<file path="src/rtl/dmu_pkg.sv">
package dmu_pkg;

    localparam int OP_W   = 32;
    localparam int CF_W   = 16;
    localparam int ACC_W  = 48;
    localparam int SH_W   = 5;
    localparam int RES_W  = 32;
    localparam int NLANE  = 2;

    typedef struct packed {
        logic signed [OP_W-1:0] data;
        logic signed [CF_W-1:0] coef;
    } lane_t;

    typedef struct packed {
        logic                    vld;
        logic [RES_W-1:0]        val;
    } res_t;

    function automatic logic signed [ACC_W-1:0] lane_product(input lane_t ln);
        logic signed [OP_W+CF_W-1:0] wide;
        wide = (OP_W+CF_W)'(ln.data) * (OP_W+CF_W)'(ln.coef);
        return ACC_W'(wide);
    endfunction

endpackage

</file>
<file path="src/rtl/dmu_lane_mul.sv">
module dmu_lane_mul
    import dmu_pkg::*;
(
    input  lane_t                   lane,
    output logic signed [ACC_W-1:0] prod
);

    always_comb begin
        prod = lane_product(lane);
    end

    // A nonzero product of a negative and a positive operand is negative
    always_comb begin
        if (lane.data != '0 && lane.coef != '0)
            AST_PROD_SIGN: assert (prod[ACC_W-1] == (lane.data[OP_W-1] ^ lane.coef[CF_W-1]));
    end

endmodule

</file>
<file path="src/rtl/dmu_sum.sv">
module dmu_sum
    import dmu_pkg::*;
#(
    parameter int N = NLANE
) (
    input  logic signed [ACC_W-1:0] terms [N],
    output logic signed [ACC_W-1:0] total
);

    always_comb begin
        total = '0;
        for (int i = 0; i < N; i++)
            total = total + terms[i];
    end

    // Zero products give a zero sum; anything else is modular addition
    always_comb begin
        if (terms[0] == '0)
            AST_SUM_IDENT: assert (total == terms[N-1] || N > 2);
    end

endmodule

</file>
<file path="src/rtl/dmu_ashift.sv">
module dmu_ashift
    import dmu_pkg::*;
(
    input  logic signed [ACC_W-1:0] din,
    input  logic [SH_W-1:0]         amt,
    output logic signed [ACC_W-1:0] dout
);

    logic signed [ACC_W-1:0] stage [SH_W+1];

    assign stage[0] = din;

    // Logarithmic shifter: stage i moves by 2**i when its amount bit is set
    generate
        for (genvar i = 0; i < SH_W; i++) begin : g_stage
            localparam int DIST = 1 << i;
            always_comb begin
                if (amt[i])
                    stage[i+1] = {{DIST{stage[i][ACC_W-1]}}, stage[i][ACC_W-1:DIST]};
                else
                    stage[i+1] = stage[i];
            end
        end
    endgenerate

    assign dout = stage[SH_W];

    always_comb begin
        AST_SHIFT_SIGN: assert (dout[ACC_W-1] == din[ACC_W-1]);
    end

endmodule

</file>
<file path="src/rtl/dmu_out_stage.sv">
module dmu_out_stage
    import dmu_pkg::*;
#(
    parameter bit REGISTERED = 1'b1
) (
    input  logic clk,
    input  logic rst,
    input  res_t nxt,
    output res_t cur
);

    generate
        if (REGISTERED) begin : g_reg
            res_t q;
            always_ff @(posedge clk) begin
                if (rst) begin
                    q <= '0;
                end else begin
                    q.vld <= nxt.vld;
                    if (nxt.vld)
                        q.val <= nxt.val;
                end
            end
            assign cur = q;

            AST_VALID_LAT: assert property (@(posedge clk) disable iff (rst)
                nxt.vld |=> cur.vld);
            AST_NO_SPURIOUS: assert property (@(posedge clk) disable iff (rst)
                !nxt.vld |=> !cur.vld);
            AST_HOLD_IDLE: assert property (@(posedge clk) disable iff (rst)
                !nxt.vld |=> $stable(cur.val));
            AST_RST_CLEAR: assert property (@(posedge clk)
                rst |=> (cur.vld == 1'b0 && cur.val == '0));
        end else begin : g_pass
            assign cur = nxt;
        end
    endgenerate

endmodule

</file>
<file path="src/rtl/dual_mac_unit.sv">
module dual_mac_unit
    import dmu_pkg::*;
#(
    parameter bit OUT_REG = 1'b1
) (
    input  logic             clk,
    input  logic             rst,
    input  logic             in_valid,
    input  logic [OP_W-1:0]  op_x0,
    input  logic [CF_W-1:0]  coef_k0,
    input  logic [OP_W-1:0]  op_x1,
    input  logic [CF_W-1:0]  coef_k1,
    input  logic [SH_W-1:0]  shift_amt,
    output logic             out_valid,
    output logic [RES_W-1:0] result
);

    lane_t                   lanes [NLANE];
    logic signed [ACC_W-1:0] prods [NLANE];
    logic signed [ACC_W-1:0] acc_sum;
    logic signed [ACC_W-1:0] scaled;
    res_t                    nxt_res;
    res_t                    cur_res;

    assign lanes[0] = '{data: op_x0, coef: coef_k0};
    assign lanes[1] = '{data: op_x1, coef: coef_k1};

    generate
        for (genvar l = 0; l < NLANE; l++) begin : g_lane
            dmu_lane_mul u_mul (
                .lane (lanes[l]),
                .prod (prods[l])
            );
        end
    endgenerate

    dmu_sum #(.N(NLANE)) u_sum (
        .terms (prods),
        .total (acc_sum)
    );

    dmu_ashift u_shift (
        .din  (acc_sum),
        .amt  (shift_amt),
        .dout (scaled)
    );

    assign nxt_res.vld = in_valid;
    assign nxt_res.val = scaled[RES_W-1:0];

    dmu_out_stage #(.REGISTERED(OUT_REG)) u_out (
        .clk (clk),
        .rst (rst),
        .nxt (nxt_res),
        .cur (cur_res)
    );

    assign out_valid = cur_res.vld;
    assign result    = cur_res.val;

endmodule

</file>
<file path="config.mk">
export PLATFORM = sky130hd
export DESIGN_NAME = dual_mac_unit
export DESIGN_NICKNAME = d
export VERILOG_FILES = /design/src/rtl/dmu_pkg.sv /design/src/rtl/dmu_lane_mul.sv /design/src/rtl/dmu_sum.sv /design/src/rtl/dmu_ashift.sv /design/src/rtl/dmu_out_stage.sv /design/src/rtl/dual_mac_unit.sv
export SDC_FILE = /design/constraint.sdc
export NUM_CORES = 2
export LEC_CHECK = 0
export BUFFER_PORTS_ARGS = -buffer_cell sky130_fd_sc_hd__buf_2
export CAP_MARGIN = 15
export CORE_MARGIN = 2
export CORE_UTILIZATION = 42
export CTS_CLUSTER_SIZE = 20
export DETAILED_ROUTE_END_ITERATION = 7
export GPL_ROUTABILITY_DRIVEN = 0
export PLACE_DENSITY = 0.55
export SYNTH_ARGS = -nofsm -noshare
export SYNTH_HDL_FRONTEND = slang
export SYNTH_SLANG_ARGS = --single-unit
</file>
<file path="constraint.sdc">
create_clock -name clk -period 10.88 [get_ports clk]
set_input_delay 1.088 -clock clk [delete_from_list [all_inputs] [get_ports clk]]
set_output_delay 1.088 -clock clk [all_outputs]
set_load 0.005 [all_outputs]
</file>
==> reports/summary.txt <==
Outcome: complete, no violations
GR Layer Usage met1: 33.08%
HPWL Detailed: 98,820 um
Mux contribution to synthesized area: 2.320%
Hold_ws: 0.4456 ns
Initial antenna violation count: 13
Final hold vios: 0
Met3 GRT Util: 1.980%
Most common cell in the netlist: inv_1
Max Fclk: 100.1 MHz
Largest family of logic cells by synthesized area: adder cells
CTS tree: yes
GR peak layer: met2
Chip Height: 314.8 um
FF+latch count, synth: 33
Core ar.: 95,290 sq um
Dpl cell area: 42,070 sq um
Hold/Removal Path Class: reg -> reg
Routed len/inst: 20.33 um
Largest register FFs: 33
Fillcell total: 9,589
R2r worst-path depth: 3
Post-synth top area share: 51.92%
Async SR Flop Fraction: 0%
Post-synth net total: 5,863
# IOs: 137
Port bufs: 136
Starting Density: 42.57%
Yosys top cell by area: fa_1
TNS Setup: 0 ns
Post-synthesis compound-gate area fraction: 7.027%
Sequential Area: 660.6 sq um
Largest net degree at the start of global routing: 55
Kind of end point of the critical path: register
Tcrit/Tclk final: 91.85%
DR vias: 29,978
Simple-Gate Fraction of Synth Area: 17.49%
Row count: 113
Hold Crit Depth: 2
CTS HTree Levels: 2
RSZ-0062 raised after global routing: false
Die width: 314.8 um
Tmin final: 9.993 ns
Clk_skew: 0 ns
Slew margin rel.: 40.40%
Mapped Area: 40,560 sq um
CP max stage delay: 0.57 ns
Avg Vias per Cell: 5.257
Global Route Usage Sum: 24.54%
Multi-input logic area: 34,950 sq um
Most used cell, CP: fa_1
# nets final: 5,787
Global-route wire length before repair: 190,100 um
Clk_lat worst skew: 0.28 ns
Total congestion overflow: 0
Synth Warn #: 0
Most instantiated cells after synthesis: 1,061 x inv_1, 1,052 x fa_1, 540 x nand2_1
Worst-Margin Slew: 0.8940 ns
Most used DFF post-synth: dfxtp_1
CTS Buf Count: 5
Met2 usage: 43.58%
Post-CTS Resized: 0
ANT nets after route: 0
Arrival time worst endpoint: 10.17 ns
Layout cells sized above 1: 5.682%
Layout area overhead: 4.075%
Synth Area in XOR/XNOR: 1.360%
CTS hold repair buffers: 0
Clock Sinks: 33
Initial DRT Pass Iterations: 6
CTS max path bufs: 2
Count of pins over their slew limit: 0
Final setup viols: 0
Die area: 99,080 sq um
Syn_area_per_cell: 8.992 sq um
Synth Instances: 4,511
Worst Setup Path Type: in -> reg
Design area: 42,220 sq um
Sequential area share after synthesis: 1.629%
Crit start category: input pin
Post-CTS setup buffers: 0
Root Buffer: clkbuf_16
Yosys cell types: 96
MaxCap Viol Count: 0
Number of DRC markers in iteration 0: 1,707
CP required: 11.06 ns
Post-synth EDFFs: 0
Dominant cells by area after synthesis: fa_1 52%, inv_1 9.8%, and2_1 8.3%, ha_1 6.0%, nand2_1 5.0%
Vias in the first global route: 33,267
CP max FO: 25
Adder-Cell Fraction of Synth Area: 57.96%
Clock-pin slew on the worst setup and hold paths: 0.05 ns
Slowest stage cell, crit path: o31ai_1
Final WL: 115,900 um
DRC viols: 0
==> per-layer routing <==
| metal | wire (um) | share of wire (%) |
|---|---|---|
| met1 | 50150 | 43 |
| met2 | 58210 | 50 |
| met3 | 5068 | 4.4 |
| met4 | 2381 | 2.1 |
| met5 | 104 | 0.090 |
==> worst paths after layout <==
check	start	to	slack, ns
setup / recovery	coef_k0[2]	u_out.cur[24]	0.89
hold / removal	u_out.cur[13]	u_out.cur[13]	0.45
setup reg to reg	u_out.cur[7]	u_out.cur[7]	9.89
hold reg to reg	u_out.cur[13]	u_out.cur[13]	0.45
==> critical path, delay by kind of cell <==
family | cells | cell delay (ns)
fa+ha+maj | 9 | 4.49
simple gates | 7 | 1.71
buf+inv | 7 | 1.09
compound gates | 5 | 1.78
==> kinds of logic (layout without fill, tap and decap cells) <==
| family | after synthesis | count (layout) |
|---|---|---|
| DFF | 33 | 33 |
| muxes | 66 | 66 |
| AOI/OAI and AO/OA | 394 | 394 |
| buffers and inverters | 1309 | 1233 |
| xor gates and xnor gates | 63 | 63 |
| other | 0 | 3 |
| adders and majority gates | 1248 | 1248 |
| and+or+nand+nor | 1398 | 1398 |
==> through the flow <==
step,instances,util [%],worst slack [ns]
detailed placement,5693,44.14,0.6627
floorplan,4511,-,2.088
global route,5700,44.29,0.4226
CTS,5700,44.29,0.9498
global placement,5693,44.14,0.7258
finish,5703,44.30,0.8871
==> cell type report <==
class	instances	share of cell area, %
Clock buffer	7	0.3379
Multi-Input combinational cell	3169	82.79
Antenna cell	3	0.01778
Inverter	1063	9.451
Sequential cell	33	1.565
Tap cell	1265	3.749
Timing Repair Buffer	163	2.092
==> cell usage in the layout (no fill, tap or decap), types with 31 or more instances in the layout <==
cell | synthesis | final
a21oi_1 | 95 | 95
mux2i_1 | 31 | 31
nor2b_1 | 37 | 37
fa_1 | 1052 | 1052
and2_1 | 539 | 539
buf_2 | 15 | 136
dfxtp_1 | 33 | 33
ha_1 | 196 | 196
inv_1 | 1061 | 1061
o21ai_0 | 40 | 40
nand2_1 | 540 | 540
xnor2_1 | 47 | 47
nor2_1 | 130 | 130
Power is left out: the tool's default activity adds up to more than one toggle a clock period on the data nets, which glitch-free logic cannot reach.
